`config.mk`:
```
export PLATFORM = sky130hd
export DESIGN_NAME = dwa_selector
export DESIGN_NICKNAME = d
export VERILOG_FILES = /design/src/rtl/dwa_pkg.sv /design/src/rtl/dwa_ones_count.sv /design/src/rtl/dwa_rot_shifter.sv /design/src/rtl/dwa_ptr_mod.sv /design/src/rtl/dwa_selector.sv
export SDC_FILE = /design/constraint.sdc
export NUM_CORES = 1
export LEC_CHECK = 0
export BUFFER_PORTS_ARGS = -buffer_cell sky130_fd_sc_hd__buf_4
export CAP_MARGIN = 15
export CORE_AREA = 2 2 64 66
export DETAILED_ROUTE_END_ITERATION = 7
export DIE_AREA = 0 0 66 68
export GPL_ROUTABILITY_DRIVEN = 0
export SLEW_MARGIN = 20
export SYNTH_ARGS = -nofsm -noshare
export SYNTH_HDL_FRONTEND = slang
export SYNTH_SLANG_ARGS = --single-unit
```
`constraint.sdc`:
```
create_clock -name clk_i -period 7.65 [get_ports clk_i]
set_input_delay 1.9125 -clock clk_i [delete_from_list [all_inputs] [get_ports clk_i]]
set_output_delay 1.9125 -clock clk_i [all_outputs]
set_load 0.02 [all_outputs]
```
`src/rtl/dwa_pkg.sv`:
```
package dwa_pkg;
  localparam int unsigned DWA_ELEMS = 15;
  localparam int unsigned DWA_CNT_W = $clog2(DWA_ELEMS + 1);
  localparam int unsigned DWA_PTR_W = $clog2(DWA_ELEMS);
endpackage

```
`src/rtl/dwa_ones_count.sv`:
```
module dwa_ones_count #(
  parameter int unsigned N     = dwa_pkg::DWA_ELEMS,
  parameter int unsigned CNT_W = $clog2(N + 1)
) (
  input  logic [N-1:0]     data_i,
  output logic [CNT_W-1:0] cnt_o
);
  always_comb begin
    cnt_o = '0;
    for (int i = 0; i < N; i++) cnt_o = cnt_o + CNT_W'(data_i[i]);
  end
endmodule

```
`src/rtl/dwa_rot_shifter.sv`:
```
// Circular left rotate by amt_i (< N), one stage per amount bit.
module dwa_rot_shifter #(
  parameter int unsigned N     = dwa_pkg::DWA_ELEMS,
  parameter int unsigned PTR_W = $clog2(N)
) (
  input  logic [N-1:0]     data_i,
  input  logic [PTR_W-1:0] amt_i,
  output logic [N-1:0]     data_o
);
  logic [PTR_W:0][N-1:0] stg;
  assign stg[0] = data_i;

  for (genvar s = 0; s < PTR_W; s++) begin : g_stage
    localparam int unsigned SH = (1 << s) % N;
    logic [N-1:0] rot_s;
    always_comb begin
      rot_s = '0;
      for (int i = 0; i < N; i++) rot_s[(i + SH) % N] = stg[s][i];
    end
    assign stg[s+1] = amt_i[s] ? rot_s : stg[s];
  end

  assign data_o = stg[PTR_W];
endmodule

```
`src/rtl/dwa_ptr_mod.sv`:
```
module dwa_ptr_mod #(
  parameter int unsigned N     = dwa_pkg::DWA_ELEMS,
  parameter int unsigned PTR_W = $clog2(N),
  parameter int unsigned CNT_W = $clog2(N + 1)
) (
  input  logic             clk_i,
  input  logic             rst_ni,
  input  logic [CNT_W-1:0] cnt_i,
  output logic [PTR_W-1:0] ptr_o
);
  localparam int unsigned SUM_W = ((CNT_W > PTR_W) ? CNT_W : PTR_W) + 1;

  logic [SUM_W-1:0] sum;
  logic [SUM_W-1:0] wrapped;
  logic [PTR_W-1:0] ptr_d;

  // ptr < N and cnt <= N, so one conditional subtract suffices.
  always_comb begin
    sum     = SUM_W'(ptr_o) + SUM_W'(cnt_i);
    wrapped = (sum >= SUM_W'(N)) ? sum - SUM_W'(N) : sum;
    ptr_d   = PTR_W'(wrapped);
  end

  always_ff @(posedge clk_i or negedge rst_ni) begin
    if (!rst_ni) ptr_o <= '0;
    else         ptr_o <= ptr_d;
  end
endmodule

```
`src/rtl/dwa_selector.sv`:
```
module dwa_selector #(
  parameter int unsigned N_ELEM = dwa_pkg::DWA_ELEMS,
  localparam int unsigned CNT_W = $clog2(N_ELEM + 1),
  localparam int unsigned PTR_W = $clog2(N_ELEM)
) (
  input  logic              clk_i,
  input  logic              rst_ni,
  input  logic [N_ELEM-1:0] therm_i,
  output logic [N_ELEM-1:0] sel_o,
  output logic [CNT_W-1:0]  cnt_o
);
  logic [PTR_W-1:0] ptr_q;

  dwa_ones_count #(.N(N_ELEM), .CNT_W(CNT_W)) i_cnt (
    .data_i (therm_i),
    .cnt_o  (cnt_o)
  );

  dwa_rot_shifter #(.N(N_ELEM), .PTR_W(PTR_W)) i_rot (
    .data_i (therm_i),
    .amt_i  (ptr_q),
    .data_o (sel_o)
  );

  dwa_ptr_mod #(.N(N_ELEM), .PTR_W(PTR_W), .CNT_W(CNT_W)) i_ptr (
    .clk_i  (clk_i),
    .rst_ni (rst_ni),
    .cnt_i  (cnt_o),
    .ptr_o  (ptr_q)
  );
endmodule

```
==> results of run 1 <==
[cells by family after synthesis]
logic type      count (synthesis)  share of synthesized area [%]
xor+xnor                        4                          2.359
buf+inv                        34                          10.95
fa+ha+maj                      21                          22.75
mux                            32                          49.79
simple gates                    8                          2.696
flops                           4                          6.740
compound gates                 10                          4.719
[worst reg2reg max path: cells and delay by family (launching register included)]
kind,cells,cell delay (ns)
buffers and inverters,1,0.06
multiplexers,1,0.39
flip-flops,1,0.76
adder cells (fa/ha/maj),2,0.69
XOR/XNOR,1,0.38
AO/OA/AOI/OAI,2,0.58
[per-stage QoR]
| stage | hold slack (ns) | setup WS (ns) | instances | util, % | area [µm²] |
|---|---|---|---|---|---|
| 3_3_place_gp | 1.156 | 0.4255 | 190 | 45.26 | 1745 |
| 2_1_floorplan | 0.6262 | 0.6129 | 113 | - | 1485 |
| 4_1_cts | 1.187 | 0.3019 | 193 | 46.33 | 1787 |
| 6_report | 1.171 | 0.3387 | 193 | 46.33 | 1787 |
| 5_1_grt | 1.272 | 0.2031 | 193 | 46.33 | 1787 |
| 3_5_place_dp | 1.183 | 0.3084 | 190 | 45.26 | 1745 |
[synth_stat cells]
cell,number
a211o_1,1
a211oi_1,1
a21o_1,1
a21oi_1,2
buf_1,1
buf_2,1
buf_6,3
buf_8,1
clkbuf_1,2
dfrtp_1,4
fa_1,10
ha_1,11
inv_1,26
mux2_2,2
mux4_1,11
mux4_2,19
nand2_1,2
nand3_1,1
nor2_1,2
nor2b_1,2
nor3b_1,1
o211ai_1,1
o21ai_0,2
o21ba_2,1
o311ai_1,1
xnor2_1,2
xor2_1,2
[cell type report]
cell class / count / area [µm²] / share of cell area [%]
Timing Repair Buffer: 35 / 262.8 / 14.71
Multi-Input combinational cell: 75 / 1222 / 68.42
Tap cell: 50 / 62.56 / 3.501
Clock buffer: 3 / 41.29 / 2.311
Inverter: 26 / 97.59 / 5.462
Sequential cell: 4 / 100.1 / 5.602
[path summary, 6_finish.rpt]
check | endpoint | slack (ns) | cells past startpoint
min | i_ptr.ptr_o[0] | 1.17 | 2
max | cnt_o[3] | 0.34 | 13
min in group asynchronous | i_ptr.ptr_o[1] | 1.49 | 1
max in group asynchronous | i_ptr.ptr_o[3] | 6.06 | 1
min reg2reg | i_ptr.ptr_o[0] | 1.17 | 2
max reg2reg | i_ptr.ptr_o[1] | 4.67 | 7
[layer usage]
| metal | part of all wire [%] | track usage (%) | routed length (µm) | vias to the layer above |
|---|---|---|---|---|
| met3 | 4.8 | 0.9868 | 146 | 2 |
| met2 | 52 | 26.14 | 1582 | 40 |
| met1 | 43 | 20.30 | 1316 | 543 |
| met5 | 0 | 0 | 0 | - |
| met4 | 0.39 | 3.827 | 12 | 0 |
| li1 | - | - | - | 497 |
==> results_dict.tcl, run 1 <==
set metrics [dict create \
    outcome "finished, final reports clean" \
    post-cts-setup-buffer-count 0 \
    cp_slowest_cell "fa_1" \
    slowest_delay_ns 0.55 \
    yosys.area.top_type "mux4_2" \
    grt_max_degree 18 \
    cts_tree "built" \
    syn_area_mm2 0.001485 \
    postRouteWirelength_mm 3.058 \
    grt_pass1_vias 1056 \
    crit_fanout 5 \
    tightest_slew_ns 0.7873 \
    antenna_left 0 \
    dp_hpwl_mm 2.601 \
    cp.required_ns 5.74 \
    cp-startpoint "therm_i[0]" \
    worst_path_dominant_cell_family "adder cells" \
    netlist.area_leader.share_pct 28.81 \
    fin_tns_setup_ns 0 \
    yosys-top-cells-area "mux4_2, mux4_1, fa_1, ha_1, dfrtp_1" \
    syn_area_per_cell_um2 13.14 \
    cts_max_level 1 \
    final_max_slew_viol_count 0 \
    core_mm2 0.003856 \
    fmax_mhz 136.8 \
    path_clk_slew_ns 0.03 \
    crit_type "primary input to output port" \
    top_register "i_ptr.ptr_o" \
    ys_seq_area_share_pct 6.740 \
    yosys.cell_types.count 27 \
    worst_r2r_startpoint "i_ptr.ptr_o[0]" \
    area_growth_pct 20.30 \
    die-width_um 66 \
    drtIter0Drc 101 \
    clock_latency_ns 0.21 \
    grt_overflow 0 \
    period_share_pct 95.57 \
    cts_buffers 3 \
    wl_per_cell_um 15.84 \
    rows 23 \
    io_pins 36 \
    slew_headroom_pct 47.51 \
    drcViolationCount 0 \
    hold_start "i_ptr.ptr_o[0]" \
    layout_commonest_cell "buf_4" \
    largest_reg_flops 4 \
    startpoint_type "primary input" \
    port_buffers 35 \
    layout_common_cells "buf_4, inv_1, mux4_2" \
    cpMostUsedCell "fa_1" \
    reg_top3 "i_ptr.ptr_o x4" \
    die_h_um 68 \
    start_util_pct 38.51 \
    hold_path_class "flip-flop to flip-flop" \
    ys_ff_latch 4 \
    critPathBufInv 4 \
    crit_arrival_ns 5.40 \
    fillers 379 \
    postCtsHoldBufs 0 \
    crit_path_end_kind "output port" \
    min_period_ns 7.311 \
    dieArea_mm2 0.004488 \
    setup_viol 0 \
    cts_num_sinks 4 \
    syn_inst 113 \
    drive_above_1_share_pct 41.96 \
    vias 1082 \
    worstPathCellList "buf_4, ha_1, inv_1, fa_1, fa_1, fa_1, fa_1, inv_1, ha_1, a21o_1, a21oi_1, xnor2_1, buf_4" \
    cts_root_buf "clkbuf_8" \
    rsz0062_at_grt "no" \
    finalClockSkew_ns 0.001561 \
    synthesis.nets 151 \
    grt_use_total_pct 14.87 \
    antenna_cells 0 \
    ys_warn_count 0 \
    viasPerCell 5.606 \
    nets 183 \
    max-clock-path-buffers 2 \
    finalHoldViolCount 0 \
    antenna_found_initial 0 \
    cap_violations 0 \
    grt_pass1_wl_mm 5.071 \
    ctsResizeCount 0 \
    first_pass_iters 5 \
]
Power of run 1 is not shown: default switching activity piles up to over one toggle a cycle in this logic, so the estimate is an artifact.
==> inputs of run 2 (changes only) <==
--- a/config.mk
+++ b/config.mk
@@ -8,6 +8,7 @@
 export BUFFER_PORTS_ARGS = -buffer_cell sky130_fd_sc_hd__buf_4
 export CAP_MARGIN = 15
 export CORE_AREA = 2 2 64 66
+export CTS_BUF_LIST = sky130_fd_sc_hd__clkbuf_4
 export DETAILED_ROUTE_END_ITERATION = 7
 export DIE_AREA = 0 0 66 68
 export GPL_ROUTABILITY_DRIVEN = 0
==> run 2 against run 1 <==
Clock skew fell by 0.0015 ns. Worst hold slack got worse by 0.0025 ns. Sequential share of layout area rose by 0.059 points. First-iteration DRC count fell by 3.0%. Fmax barely moved. Wire length fell by 0.36%. Non-clock buffer count did not move. Global-route usage fell by 0.071 points. Register-to-register slack barely moved. Cell count did not move. Critical path depth did not move. Die area did not move.
==> results_dict.tcl, run 2 (same netlist as run 1, synthesis figures left out) <==
set metrics [dict create \
    die-width_um 66 \
    vias 1080 \
    worstPathCellList "buf_4, ha_1, inv_1, fa_1, fa_1, fa_1, fa_1, inv_1, ha_1, a21o_1, a21oi_1, xnor2_1, buf_4" \
    cp_slowest_cell "fa_1" \
    top_register "i_ptr.ptr_o" \
    io_pins 36 \
    rsz0062_at_grt "no" \
    area_growth_pct 19.04 \
    layout_setup_ws_ns 0.3387 \
    tightest_slew_ns 0.7872 \
    cap_violations 0 \
    clock_latency_ns 0.23 \
    grt_pass1_wl_mm 5.037 \
    largest_reg_flops 4 \
    rows 23 \
    postCtsHoldBufs 0 \
    worst_path_dominant_cell_family "adder cells" \
    crit_fanout 5 \
    outcome "finished, final reports clean" \
    period_share_pct 95.57 \
    layout_common_cells "buf_4, inv_1, mux4_2" \
    slew_headroom_pct 47.52 \
    cts_num_sinks 4 \
    min_period_ns 7.311 \
    drtIter0Drc 98 \
    fmax_mhz 136.8 \
    first_pass_iters 4 \
    ctsResizeCount 0 \
    crit_path_end_kind "output port" \
    antenna_cells 0 \
    cts_buffers 3 \
    viasPerCell 5.596 \
    fin_tns_setup_ns 0 \
    nets 183 \
    slowest_delay_ns 0.55 \
    finalClockSkew_ns 0.00005064 \
    cts_tree "built" \
    holdPathStages 2 \
    cts_max_level 1 \
    crit_arrival_ns 5.40 \
    hold_path_class "flip-flop to flip-flop" \
    die_h_um 68 \
    post-cts-setup-buffer-count 0 \
    grt_pass1_vias 1054 \
    drive_above_1_share_pct 41.96 \
    finalHoldViolCount 0 \
    reg_top3 "i_ptr.ptr_o x4" \
    fillers 378 \
    dieArea_mm2 0.004488 \
    critical_path_cell_count 13 \
    drcViolationCount 0 \
    setup_viol 0 \
    startpoint_type "primary input" \
    core_mm2 0.003856 \
    cp.required_ns 5.74 \
    final_max_slew_viol_count 0 \
    grt_max_degree 18 \
    grt_use_total_pct 14.80 \
    postRouteWirelength_mm 3.047 \
    max-clock-path-buffers 2 \
    place_ws_ns 0.3084 \
    ff2ff_path_depth 7 \
    dp_hpwl_mm 2.601 \
    antenna_found_initial 0 \
    cts_root_buf "clkbuf_4" \
    path_clk_slew_ns 0.04 \
    critPathBufInv 4 \
    cpMostUsedCell "fa_1" \
    layout_commonest_cell "buf_4" \
    antenna_left 0 \
    wl_per_cell_um 15.79 \
    port_buffers 35 \
    grt_overflow 0 \
    start_util_pct 38.51 \
    crit_type "primary input to output port" \
]
run 2: changes by cell type in the layout (fill, tap and decap cells not counted):
cell      before  now
clkbuf_8       3    0
clkbuf_4       0    3
run 2: area by class of cell:
| cell class | instances | area (µm²) | area share (%) |
|---|---|---|---|
| Multi-Input combinational cell | 75 | 1222 | 69.14 |
| Timing Repair Buffer | 35 | 262.8 | 14.86 |
| Tap cell | 50 | 62.56 | 3.539 |
| Inverter | 26 | 97.59 | 5.520 |
| Sequential cell | 4 | 100.1 | 5.662 |
| Clock buffer | 3 | 22.52 | 1.274 |
run 2: path summary, 6_finish.rpt:
path                                start             end  slack, ns
setup / recovery               therm_i[0]        cnt_o[3]       0.34
hold / removal             i_ptr.ptr_o[0]  i_ptr.ptr_o[0]       1.17
setup reg to reg           i_ptr.ptr_o[0]  i_ptr.ptr_o[1]       4.67
hold reg to reg            i_ptr.ptr_o[0]  i_ptr.ptr_o[0]       1.17
max in group asynchronous          rst_ni  i_ptr.ptr_o[3]       6.08
min in group asynchronous          rst_ni  i_ptr.ptr_o[1]       1.47
run 2: metrics by stage:
step / util (%) / cells / hold slack (ns) / cell area (µm²)
2_1_floorplan: - / 113 / 0.6262 / 1485
4_1_cts: 45.85 / 193 / 1.188 / 1768
6_report: 45.85 / 193 / 1.169 / 1768
3_3_place_gp: 45.26 / 190 / 1.156 / 1745
5_1_grt: 45.85 / 193 / 1.272 / 1768
3_5_place_dp: 45.26 / 190 / 1.183 / 1745
run 2: worst reg2reg max path, delay by kind of cell (launching register included):
family,cells,cell delay [ns]
AO/OA/AOI/OAI,2,0.58
XOR/XNOR,1,0.38
adder cells (fa/ha/maj),2,0.69
buffers and inverters,1,0.06
flip-flops,1,0.76
multiplexers,1,0.39
run 2: layer usage:
metal  GRT usage, %  part of all wire (%)  vias to the layer above  routed length, µm
met1          19.98                    43                      545               1318
met4          4.592                  0.39                        0                 12
li1               -                     -                      497                  -
met3         0.4934                   4.3                        2                130
met5              0                     0                        -                  0
met2          26.26                    52                       36               1586
Power of run 2 is left out for the same reason.
==> inputs of run 3 (changes only) <==
--- a/config.mk
+++ b/config.mk
@@ -7,10 +7,10 @@
 export LEC_CHECK = 0
 export BUFFER_PORTS_ARGS = -buffer_cell sky130_fd_sc_hd__buf_4
 export CAP_MARGIN = 15
-export CORE_AREA = 2 2 64 66
+export CORE_AREA = 2 2 72 74
 export CTS_BUF_LIST = sky130_fd_sc_hd__clkbuf_4
 export DETAILED_ROUTE_END_ITERATION = 7
-export DIE_AREA = 0 0 66 68
+export DIE_AREA = 0 0 74 76
 export GPL_ROUTABILITY_DRIVEN = 0
 export SLEW_MARGIN = 20
 export SYNTH_ARGS = -nofsm -noshare
==> run 3 against run 2 <==
Wire length increased by 9.5%. First-iteration DRC count decreased by 51%. Global-route usage decreased by 2.3 points. Sequential share of layout area decreased by 0.079 points. Final area increased by 1.4%. Non-clock buffer count unchanged. Count of clock-buffer cells in the layout unchanged. Clock skew increased by 0.0026 ns. Critical path depth unchanged. Worst setup slack improved by 0.039 ns. Die area increased by 25%. Cell count increased by 10%. Highest routed layer unchanged.
==> results_dict.tcl, run 3 (same netlist as run 1, synthesis figures left out) <==
set metrics [dict create \
    post-cts-setup-buffer-count 0 \
    antenna_left 0 \
    grt_use_total_pct 12.46 \
    finalHoldViolCount 0 \
    vias 1103 \
    ctsResizeCount 0 \
    grt_overflow 0 \
    grt_pass1_vias 1143 \
    min_period_ns 7.272 \
    drive_above_1_share_pct 41.96 \
    fmax_mhz 137.5 \
    slew_headroom_pct 49.23 \
    rrSetupSlack_ns 4.68 \
    antenna_cells 0 \
    hold_path_class "flip-flop to flip-flop" \
    die-width_um 74 \
    layout_common_cells "buf_4, inv_1, mux4_2" \
    worstPathCellList "buf_4, ha_1, inv_1, fa_1, fa_1, fa_1, fa_1, inv_1, ha_1, a21o_1, a21oi_1, xnor2_1, buf_4" \
    drcViolationCount 0 \
    reg_top3 "i_ptr.ptr_o x4" \
    setup_viol 0 \
    io_pins 36 \
    grt_pass1_wl_mm 5.575 \
    cts_buffers 3 \
    rsz0062_at_grt "no" \
    crit_fanout 5 \
    first_pass_iters 4 \
    cap_violations 0 \
    crit_type "primary input to output port" \
    layout_commonest_cell "buf_4" \
    slowest_delay_ns 0.54 \
    tightest_slew_ns 0.7615 \
    antenna_found_initial 0 \
    path_clk_slew_ns 0.03 \
    period_share_pct 95.06 \
    final_max_slew_viol_count 0 \
    finalClockSkew_ns 0.002675 \
    top_register "i_ptr.ptr_o" \
    cp.required_ns 5.74 \
    area_growth_pct 20.72 \
    postRouteWirelength_mm 3.336 \
    cpMostUsedCell "fa_1" \
    dieArea_mm2 0.005624 \
    cts_root_buf "clkbuf_4" \
    crit_path_end_kind "output port" \
    port_buffers 35 \
    cts_num_sinks 4 \
    die_h_um 76 \
    cts_max_level 1 \
    clock_latency_ns 0.24 \
    crit_arrival_ns 5.36 \
    fin_tns_setup_ns 0 \
    grt_max_degree 18 \
    cp_slowest_cell "fa_1" \
    outcome "finished, final reports clean" \
    start_util_pct 30.23 \
    dp_hpwl_mm 2.868 \
    startpoint_type "primary input" \
    core_mm2 0.004912 \
    drtIter0Drc 48 \
    cts_tree "built" \
    viasPerCell 5.178 \
    postCtsHoldBufs 0 \
    nets 183 \
    max-clock-path-buffers 2 \
    wl_per_cell_um 15.66 \
    largest_reg_flops 4 \
    rows 26 \
]
## run 3: cell counts in the layout (fill, tap and decap cells not counted)
No cell type changed its count.
## run 3: routing by layer
layer / GRT usage (%) / wire, µm / vias to the layer above / share of wire [%]
li1: - / - / 499 / -
met3: 1.058 / 181 / 2 / 5.4
met2: 19.02 / 1544 / 38 / 46
met4: 2.182 / 15 / 0 / 0.45
met5: 0 / 0 / - / 0
met1: 19.52 / 1594 / 564 / 48
## run 3: layout make-up
cell class                      count  area [µm²]
Clock buffer                        3       22.52
Fill cell                         502        3119
Inverter                           26       97.59
Multi-Input combinational cell     75        1222
Sequential cell                     4       100.1
Tap cell                           70       87.58
Timing Repair Buffer               35       262.8
## run 3: critical path: cells and delay by family
family,cells,cell delay [ns]
AOI/OAI and AO/OA,2,0.33
xor gates and xnor gates,1,0.19
adders and majority gates,6,2.46
buffers and inverters,4,0.46
## run 3: path summary, 6_finish.rpt
kind,from,endpoint,cells after the start
max,therm_i[0],cnt_o[3],13
min,i_ptr.ptr_o[0],i_ptr.ptr_o[0],2
max reg2reg,i_ptr.ptr_o[0],i_ptr.ptr_o[1],7
max in group asynchronous,rst_ni,i_ptr.ptr_o[3],1
min in group asynchronous,rst_ni,i_ptr.ptr_o[1],1
min reg2reg,i_ptr.ptr_o[0],i_ptr.ptr_o[0],2
## run 3: through the flow
stage	cell area (µm²)	cells	hold slack [ns]	util [%]	setup WS, ns
3_5_place_dp	1770	210	1.184	36.04	0.3660
3_3_place_gp	1770	210	1.163	36.04	0.3830
2_1_floorplan	1485	113	0.6262	-	0.6129
4_1_cts	1793	213	1.192	36.50	0.3608
5_1_grt	1793	213	1.291	36.50	0.1936
6_report	1793	213	1.184	36.50	0.3781
Power of run 3 is left out for the same reason.
